===== src/rtl/lbc_pkg.sv =====
package lbc_pkg;
  typedef logic [2:0] load_cnt_t;
  localparam load_cnt_t LOAD_FULL = 3'd7;

  function automatic int cyc_from_ms(int clk_hz, int ms);
    return (clk_hz / 1000) * ms;
  endfunction

  function automatic int cyc_from_hz(int clk_hz, int hz);
    return clk_hz / hz;
  endfunction
endpackage


===== src/rtl/lbc_entry_qual.sv =====
module lbc_entry_qual #(
  parameter int BLANK_CYC = 24000
) (
  input  logic clk,
  input  logic rst,
  input  logic cond,
  output logic qualify
);
  localparam int CW = $clog2(BLANK_CYC + 1);
  localparam logic [CW-1:0] CNT_LAST = CW'(BLANK_CYC - 1);

  logic [CW-1:0] cnt_q;

  assign qualify = cond && (cnt_q == CNT_LAST);

  always_ff @(posedge clk) begin
    if (rst || !cond) begin
      cnt_q <= '0;
    end else if (cnt_q != CNT_LAST) begin
      cnt_q <= cnt_q + 1'b1;
    end
  end

  // a missing condition always restarts the window
  assert_window_restart_R3: assert property (@(posedge clk) disable iff (rst)
    !cond |=> cnt_q == '0);
endmodule


===== src/rtl/lbc_pulse_timer.sv =====
module lbc_pulse_timer #(
  parameter int PERIOD_CYC = 19
) (
  input  logic clk,
  input  logic rst,
  input  logic en_next,
  input  logic cs_over,
  output logic gate
);
  localparam int PW = (PERIOD_CYC > 2) ? $clog2(PERIOD_CYC) : 1;
  localparam logic [PW-1:0] PH_LAST = PW'(PERIOD_CYC - 1);
  localparam logic [PW-1:0] PH_HALF = PW'(PERIOD_CYC / 2);

  logic [PW-1:0] ph_q, ph_n;
  logic          cut_q, cut_n, gate_q;

  always_comb begin
    ph_n  = (ph_q == PH_LAST) ? '0 : ph_q + 1'b1;
    cut_n = (ph_n == '0) ? 1'b0 : (cut_q | (gate_q & cs_over));
  end

  always_ff @(posedge clk) begin
    if (rst || !en_next) begin
      ph_q   <= PH_LAST;
      cut_q  <= 1'b0;
      gate_q <= 1'b0;
    end else begin
      ph_q   <= ph_n;
      cut_q  <= cut_n;
      gate_q <= (ph_n < PH_HALF) && !cut_n;
    end
  end

  assign gate = gate_q;

  // a peak-current hit while the gate is on ends the pulse
  assert_cs_cut_R8: assert property (@(posedge clk) disable iff (rst)
    gate_q && cs_over |=> !gate_q);
endmodule


===== src/rtl/lightload_burst_ctrl.sv =====
module lightload_burst_ctrl
  import lbc_pkg::*;
#(
  parameter int CLK_HZ     = 1_000_000,
  parameter int BLANK_CYC  = cyc_from_ms(CLK_HZ, 24),
  parameter int PERIOD_CYC = cyc_from_hz(CLK_HZ, 52_000)
) (
  input  logic       clk,
  input  logic       rst,
  input  logic       fb_below_entry,
  input  logic       fb_above_on,
  input  logic       fb_below_off,
  input  logic       fb_above_exit,
  input  logic       cs_over_limit,
  input  logic [2:0] load_count,
  output logic       burst_active,
  output logic       gate_req,
  output logic       bias_en,
  output logic       load_reset_pulse
);
  logic act_q, bias_q, pulse_q;
  logic act_n, bias_n;
  logic enter_now, exit_now, entry_cond;

  assign entry_cond = !act_q && fb_below_entry && (load_count == LOAD_FULL);
  assign exit_now   = act_q && fb_above_exit;

  lbc_entry_qual #(.BLANK_CYC(BLANK_CYC)) u_qual (
    .clk     (clk),
    .rst     (rst),
    .cond    (entry_cond),
    .qualify (enter_now)
  );

  always_comb begin
    if (exit_now)       act_n = 1'b0;
    else if (enter_now) act_n = 1'b1;
    else                act_n = act_q;

    if (!act_n)            bias_n = 1'b1;
    else if (enter_now)    bias_n = 1'b0;
    else if (fb_above_on)  bias_n = 1'b1;
    else if (fb_below_off) bias_n = 1'b0;
    else                   bias_n = bias_q;
  end

  always_ff @(posedge clk) begin
    if (rst) begin
      act_q   <= 1'b0;
      bias_q  <= 1'b1;
      pulse_q <= 1'b0;
    end else begin
      act_q   <= act_n;
      bias_q  <= bias_n;
      pulse_q <= exit_now;
    end
  end

  lbc_pulse_timer #(.PERIOD_CYC(PERIOD_CYC)) u_timer (
    .clk     (clk),
    .rst     (rst),
    .en_next (act_n && bias_n),
    .cs_over (cs_over_limit),
    .gate    (gate_req)
  );

  assign burst_active     = act_q;
  assign bias_en          = bias_q;
  assign load_reset_pulse = pulse_q;

  // entry only after the light-load conditions were present
  assert_entry_cause_R2: assert property (@(posedge clk) disable iff (rst)
    $rose(burst_active) |-> $past(fb_below_entry) && ($past(load_count) == LOAD_FULL));
  // switching is off at the moment of entry
  assert_entry_quiet_R4: assert property (@(posedge clk) disable iff (rst)
    $rose(burst_active) |-> !bias_en && !gate_req);
  // gate pulses exist only in burst mode
  assert_gate_in_burst_R6: assert property (@(posedge clk) disable iff (rst)
    gate_req |-> burst_active);
  // normal operation keeps the bias on
  assert_bias_outside_R9: assert property (@(posedge clk) disable iff (rst)
    !burst_active |-> bias_en);
  // every exit reloads the counter, for one cycle only
  assert_exit_reload_R10: assert property (@(posedge clk) disable iff (rst)
    $fell(burst_active) |-> load_reset_pulse);
  assert_reload_single_R10: assert property (@(posedge clk) disable iff (rst)
    load_reset_pulse |=> !load_reset_pulse);
endmodule


===== config.mk =====
export PLATFORM = sky130hd
export DESIGN_NAME = lightload_burst_ctrl
export DESIGN_NICKNAME = d
export VERILOG_FILES = /design/src/rtl/lbc_pkg.sv /design/src/rtl/lbc_entry_qual.sv /design/src/rtl/lbc_pulse_timer.sv /design/src/rtl/lightload_burst_ctrl.sv
export SDC_FILE = /design/constraint.sdc
export NUM_CORES = 1
export LEC_CHECK = 0
export CAP_MARGIN = 25
export CORE_AREA = 3 3 53 74
export DETAILED_ROUTE_END_ITERATION = 8
export DIE_AREA = 0 0 56 77
export GPL_ROUTABILITY_DRIVEN = 0
export PLACE_DENSITY = 0.61
export SYNTH_ARGS = -nofsm -noshare
export SYNTH_HDL_FRONTEND = slang
export SYNTH_SLANG_ARGS = --single-unit

===== constraint.sdc =====
create_clock -name clk -period 2.1 [get_ports clk]
set_input_delay 0.315 -clock clk [delete_from_list [all_inputs] [get_ports clk]]
set_output_delay 0.315 -clock clk [all_outputs]
set_load 0.005 [all_outputs]

# Yosys cells after proc, flatten, opt, wreduce, memory -nomap -nowiden
# Index checks and enable logic that the tools add are counted.
# W data, S select, Z words.
# word_totals
regBits,25
in_bits,10
out_inout_bits,4
# op_classes
add_sub_neg,2
magnitude_cmp,1
eq_ne,4
n_mux,8
n_bitwise,2
n_reduce_logical,13
# op_table
op,n
$add A15 B1 Y15 const B,1
$eq A15 B15 Y1 const B,1
$ne A15 B15 Y1 const B,1
$mux W1,7
$logic_and A1 B1 Y1,6
$add A5 B1 Y5 const B,1
$eq A5 B5 Y1 const B,1
$logic_not A5 Y1,1
$lt A5 B4 Y1 const B,1
$mux W5,1
$logic_not A1 Y1,4
$eq A3 B3 Y1 const B,1
$logic_or A1 B1 Y1,2
$and A1 B1 Y1,1
$or A1 B1 Y1,1

# Logic depth before layout (Yosys ltp)
# Gate-level depths: netlist of run 1.
# logic_depth
ltp_word,10
mapped_depth,6

# Modules after synthesis
# Synthesis of run 1 repeated with hierarchy kept, for this count alone.
# hier_totals
cells_unflattened,128
area_unflattened_um2,1154.9
# by_module_without_submodules
mod,instances,cells_per_inst,area_each_um2
lbc_entry_qual,1,82,704.4
lbc_pulse_timer,1,31,325.3
lightload_burst_ctrl,1,15,125.1

# Worst setup path after synthesis of run 1
# No wires, ideal clock.
# synth_timing
path_type,reg-to-reg
start,register u_qual.cnt_q[9]
end,register u_qual.cnt_q[2]
t_arrival_ns,1.745
setup_slack_ns,0.282
path_stages_with_launch,6
n_path_buf,1
synth_period_minus_slack_ns,1.818
cell_sequence,dfxtp_1 > or4b_4 > or4_4 > buf_6 > and3_4 > nor3_2
# synth_between
elab_chain_cells,1
# synth_rtl
item,line,source
"start, declared",lbc_entry_qual.sv:12,logic [CW-1:0] cnt_q;
"start signal, assigned",lbc_entry_qual.sv:20,cnt_q <= cnt_q + 1'b1;
$ne A15 B15 Y1,lbc_entry_qual.sv:19,end else if (cnt_q != CNT_LAST) begin
# No other way between the ends.
# A chain may end at the register's enable or synchronous reset.

# Final worst setup path of run 1
# Same ends and word-level chain as after synthesis.

==> impl_metrics.toml, run 1 <==
[clocking]
cts-resized-gates = 0
clk_latency_ns = 0.27
cts_max_level = 1
clock_sinks = 25
cts_tree = "built"
cts_hold_buffers = 0
cts_buffer_depth = 2
numCtsBuffers = 3
clk_pin_slew_ns = 0.08
cts_root_buf = "clkbuf_8"
postCtsSetupBuffers = 0

[layout]
drive_gt1_share_pct = 8.51
nets = 155
diodes = 0
stdcell_area_um2 = 1370
area_growth_pct = 18.7
final_cell_count_no_fill = 181
nFillCells = 353
final-seq-area_um2 = 500
multi_input_area_um2 = 612

[yosys]
yosys.area.top_type_share_pct = 43.5
synth_flop_cell = "dfxtp_1"
syn_nets = 140
ys_ff_latch = 25
synthTopCellsByArea = "dfxtp_1, a21oi_1, nand3_1"
yosysSeqAreaShare_pct = 43.5
yosysTopAreaCell = "dfxtp_1"
synth.distinct_cells = 33
yosys_warnings = 0
synth_edf_count = 0
postSynthAreaPerCell_um2 = 9.05
async_flop_share_pct = 0
synth_cells = 127
synthesis.area_um2 = 1150

[place]
post-place-ws_ns = 0.195
dp.cells = 177
place.port_buffers = 13
dpl-instance-area_um2 = 1320
dp_hpwl_um = 1800

[timing]
slew_headroom_pct = 62.2
setup_viol_count_final = 0
finClkSkew_ns = 0.00170
report.final.slew_viol_count = 0
layout_worst_path_cycle_share_pct = 89.5
whs_ns = 0.465
setup_slack_ns = 0.220
tns_ns = 0
finalCriticalPeriod_ns = 1.88
fmax_mhz = 532
hold_viol_final = 0
rsz0062_at_grt = "false"
worst_pin_slew_ns = 0.559

[detailed_routing]
drc_errors = 0
wl_per_cell_um = 12.9
drtPass1Iterations = 4
viasPerCell = 5.31
totalWireLength_um = 2340
ant_nets = 0
num_vias = 961
drtIter0Drc = 31

[floorplan]
core_area_um2 = 3380
die_area_um2 = 4310
initial_utilization_pct = 34.0
die-height_um = 77
num_rows = 25
io_pins = 14
die_w_um = 56

[power]
p_leak_uw = 0.000475
vdd_drop_max_mv = 0.362
p_int_uw = 624
power_frac_clock_pct = 35.9
seq_power_share_pct = 60.9
power.density_nw_per_um2 = 570
switching_share_pct = 19.8
switchingPower_uw = 154
p_comb_share_pct = 3.2

[worst_setup_path]
cp-end-kind = "flip-flop"
cp.arrival_ns = 2.08
path_class = "flip-flop to flip-flop"
cp_max_fo = 6
cp.required_ns = 2.30
critPathLaunchType = "flip-flop"

[global_route]
overflow = 0
grt_pass1_vias = 918
antenna_found_initial = 0
track_usage_pct = 11.7
grt_pass1_wl_um = 4060
grt_max_degree = 15

[worst_hold_path]
hold_class = "flip-flop to flip-flop"

[outcome]
status = "complete, no violations"

[run]
max_cap_violations = 0
[cells in the final DEF (no fill, tap or decap), types with 3 or more instances in the layout]
master and count:
a21oi_1 9, o21ai_0 5, clkbuf_8 3, or3_1 5
and4_1 4, a31oi_1 3, nor2_1 7, inv_1 3
dfxtp_1 25, and2_1 3, nand3_1 9, xnor2_1 5
xor2_1 3, ha_1 3, clkdlybuf4s50_1 13, nor3_1 5
nand2_1 8, nand2b_1 3, and3_1 3
[routing by layer]
| layer | track usage (%) | part of all wire [%] | up-vias |
|---|---|---|---|
| met5 | 0 | 0 | - |
| met4 | 6.41 | 3.0 | 0 |
| met3 | 2.19 | 2.8 | 7 |
| met2 | 19.7 | 50 | 17 |
| met1 | 13.8 | 44 | 448 |
| li1 | - | - | 489 |
[cell families (layout without fill, tap and decap cells)]
group / Yosys count / after routing / synth area share, %
simple gates: 60 / 60 / 31.8
flops: 25 / 25 / 43.5
compound gates: 22 / 22 / 11.2
xor+xnor: 8 / 8 / 6.09
buf+inv: 8 / 22 / 3.26
fa+ha+maj: 4 / 4 / 4.14
[flip-flops by register name, summed over array words and instances (netlist names)]
name              cells
load_reset_pulse      1
u_qual.cnt_q         15
burst_active          1
u_timer.cut_q         1
u_timer.gate          1
u_timer.ph_q          5
bias_en               1
[power by group through the flow]
stage	clock network (µW)	registers (µW)	logic, µW
after global routing	316	474	26.9
after CTS	295	474	25.0
after floorplan	0	485	5.17
final	280	474	24.6
after detailed placement	0	485	24.8
after global placement	0	485	24.3
[synth_stat cells (2+ instances only)]
library cell  instances
a211oi_1              2
a21o_1                2
a21oi_1               9
a31oi_1               3
and2_1                3
and3_1                3
and4_1                4
clkbuf_1              4
dfxtp_1              25
ha_1                  3
inv_1                 3
nand2_1               8
nand2b_1              3
nand3_1               9
nand4_1               2
nor2_1                7
nor3_1                5
nor3b_1               2
o21ai_0               5
or3_1                 5
or3b_2                2
xnor2_1               5
xor2_1                3
[per-stage QoR]
step                util, %  total power (µW)
floorplan                 -               491
global placement       39.0               510
detailed placement     39.0               510
CTS                    40.4               794
global route           40.4               817
finish                 40.4               778
[worst paths after layout]
path / endpoint / slack (ns) / cells past startpoint / from
hold / removal: load_reset_pulse / 0.46 / 2 / burst_active
setup / recovery: u_qual.cnt_q[2] / 0.22 / 4 / u_qual.cnt_q[9]
setup reg to reg: u_qual.cnt_q[2] / 0.22 / 4 / u_qual.cnt_q[9]
hold reg to reg: load_reset_pulse / 0.46 / 2 / burst_active
[final cells by class]
class                      instances  share of cell area [%]
clock inverter                     1                   0.367
tap                               40                    3.67
timing repair buffer              15                    10.6
inverter                           3                   0.825
sequential                        25                    36.7
multi-input combinational         94                    44.8
clock buffer                       3                    3.02
[critical path, cell delays in order (launching register included)]
cell and delay (ns):
dfxtp_1 0.36, or4b_4 0.56, or4_4 0.55, and3_4 0.21
nor3_2 0.13
Power figures use the tool's default switching activity.
==> run 2, diff against run 1 <==
PLACE_DENSITY = not set   (was 0.61)
PLACE_DENSITY_LB_ADDON = 0.1   (was not set)
SYNTH_HIERARCHICAL = 1   (was not set)
==> run 2 against run 1 <==
  * Setup slack better by 0.064 ns
  * Hold slack improved by 0.015 ns
  * Die area unchanged
  * Synthesized cell count is 0.79% higher
  * Count of clock-buffer cells in the layout increased by 1
  * Maximum frequency increased by 3.5%
  * Synthesized area increased by 0.44%
  * Non-clock buffer count unchanged
==> impl_metrics.toml, run 2 <==
[timing]
slew_headroom_pct = 76.8
worst_pin_slew_ns = 0.339
finClkSkew_ns = 0.00239
hold_viol_final = 0
setup_viol_count_final = 0
report.final.slew_viol_count = 0
rsz0062_at_grt = "false"
whs_ns = 0.479
fmax_mhz = 551
tns_ns = 0
finalCriticalPeriod_ns = 1.82
layout_worst_path_cycle_share_pct = 86.5

[layout]
stdcell_area_um2 = 1390
reg.largest.list = "u_qual/cnt_q x15, u_timer/ph_q x5"
diodes = 0
most-common-layout-cells = "dfxtp_1, nor2_1, clkdlybuf4s50_1"
regMostFlops = "u_qual/cnt_q"
area_growth_pct = 20.7
final_common_cell = "dfxtp_1"
largest_reg_flops = 15
postLayoutCoreUtil_pct = 41.3
nFillCells = 348
final_cell_count_no_fill = 186
nets = 160
drive_gt1_share_pct = 9.59

[place]
dp.cells = 182
place.port_buffers = 13
dpl-instance-area_um2 = 1350
dp_hpwl_um = 1690

[detailed_routing]
drtIter0Drc = 32
drc_errors = 0
wl_per_cell_um = 11.6
num_vias = 925
totalWireLength_um = 2160
drtPass1Iterations = 4
ant_nets = 0
viasPerCell = 4.97

[global_route]
grt_pass1_vias = 916
overflow = 0
grt_max_degree = 14
antenna_found_initial = 0
grt_pass1_wl_um = 3820
track_usage_pct = 10.8

[clocking]
postCtsSetupBuffers = 0
clk_pin_slew_ns = 0.08
numCtsBuffers = 3
cts_max_level = 1
cts_tree = "built"
clock_sinks = 25
cts_root_buf = "clkbuf_8"
cts_buffer_depth = 2
clk_latency_ns = 0.26

[floorplan]
io_pins = 14
die-height_um = 77
core_area_um2 = 3380
die_area_um2 = 4310
num_rows = 25
die_w_um = 56
initial_utilization_pct = 34.2

[yosys]
yosysMostFrequentCell = "dfxtp_1"
synth.distinct_cells = 39
async_flop_share_pct = 0
synth_edf_count = 0
yosysTopAreaCell = "dfxtp_1"
yosys.area.top_type_share_pct = 43.3
ys_ff_latch = 25
postSynthAreaPerCell_um2 = 9.02
synth_cells = 128
yosysSeqAreaShare_pct = 43.3
yosys_warnings = 6
syn_nets = 141
synthTopCellsByArea = "dfxtp_1, xnor2_1, nor2_1"
ys_top_cells_by_count = "dfxtp_1, nor2_1, xnor2_1"
synth_flop_cell = "dfxtp_1"
synthesis.area_um2 = 1150

[power]
vdd_drop_max_mv = 0.344
p_leak_uw = 0.000472
power.density_nw_per_um2 = 557

[worst_setup_path]
slowest_stage = "dfxtp_1"
cp_top_family = "simple AND/OR/NAND/NOR gates"
critPathLaunchType = "flip-flop"
crit_chain = "ha_1, and3_4, nand4_1, nor2_1, o21bai_1, nor2_1, nor2b_2, nor3b_2"
worstPathBufferInverterCount = 0
cp.required_ns = 2.25
critPathMostFrequentCell = "nor2_1"
cp_max_fo = 6
cp.arrival_ns = 1.97
path_class = "flip-flop to flip-flop"
critPathMaxStageDelay_ns = 0.39
cp-end-kind = "flip-flop"

[outcome]
status = "complete, no violations"

[worst_hold_path]
hold_class = "flip-flop to flip-flop"

[run]
max_cap_violations = 0
-- run 2: changes by cell type in the layout (fill, tap and decap cells not counted), moves of 3 or more --
cell	change
nor4_1	+4
nand2b_1	+3
or3_1	-5
nor2_1	+11
and4_1	-3
nand3_1	-5
xor2_1	-3
nor3_1	-3
a21oi_1	-3
xnor2_1	+5
-- run 2: cell type report --
| class | count | area [µm²] | area share [%] |
|---|---|---|---|
| inverter | 5 | 18.8 | 1.35 |
| multi-input combinational | 97 | 634 | 45.5 |
| tap | 40 | 50.0 | 3.59 |
| clock buffer | 4 | 45.0 | 3.23 |
| sequential | 25 | 500 | 35.9 |
| timing repair buffer | 15 | 145 | 10.4 |
-- run 2: cell families after synthesis --
group | after synthesis | share of synthesized area, %
and+or+nand+nor | 62 | 30.8
DFF | 25 | 43.3
AOI/OAI and AO/OA | 20 | 11.3
xor gates and xnor gates | 10 | 7.58
buffers and inverters | 6 | 1.95
adders and majority gates | 4 | 4.23
muxes | 1 | 0.867
-- run 2: worst reg2reg max path, cell delays in order (launching register included) --
cell and delay, ns:
dfxtp_1 0.39, ha_1 0.23, and3_4 0.22, nand4_1 0.14, nor2_1 0.17, o21bai_1 0.15
nor2_1 0.06, nor2b_2 0.18, nor3b_2 0.16
-- run 2: timing repair --
action                     in CTS  in global routing
hold buffers                    0                  0
setup endpoints to repair       0                  1
resized for setup               0                  1
-- run 2: layer usage --
metal / global-route usage (%) / routed length [µm] / vias up
met5: 0 / 0 / -
met4: 4.28 / 19 / 0
met1: 13.2 / 993 / 417
met2: 18.0 / 1070 / 16
met3: 2.36 / 81 / 2
li1: - / - / 490
-- run 2: path summary, 6_finish.rpt --
check / startpoint / end / slack (ns) / cells after the start
worst max-delay path: u_qual/cnt_q[0] / u_timer/gate / 0.28 / 8
worst min-delay path: u_qual/cnt_q[14] / u_qual/cnt_q[14] / 0.48 / 2
worst max register to register: u_qual/cnt_q[0] / u_timer/gate / 0.28 / 8
worst min register to register: u_qual/cnt_q[14] / u_qual/cnt_q[14] / 0.48 / 2
-- run 2: through the flow --
step / worst slack (ns) / power [µW]
6_report: 0.284 / 776
5_1_grt: 0.100 / 812
4_1_cts: 0.203 / 795
3_5_place_dp: 0.178 / 510
3_3_place_gp: 0.241 / 510
2_1_floorplan: 0.268 / 491
-- run 2: power breakdown --
part | switching [µW] | total, µW | internal (µW)
Combinational | 7.48 | 25.1 | 17.6
Clock | 141 | 277 | 135
Sequential | 0.383 | 474 | 474
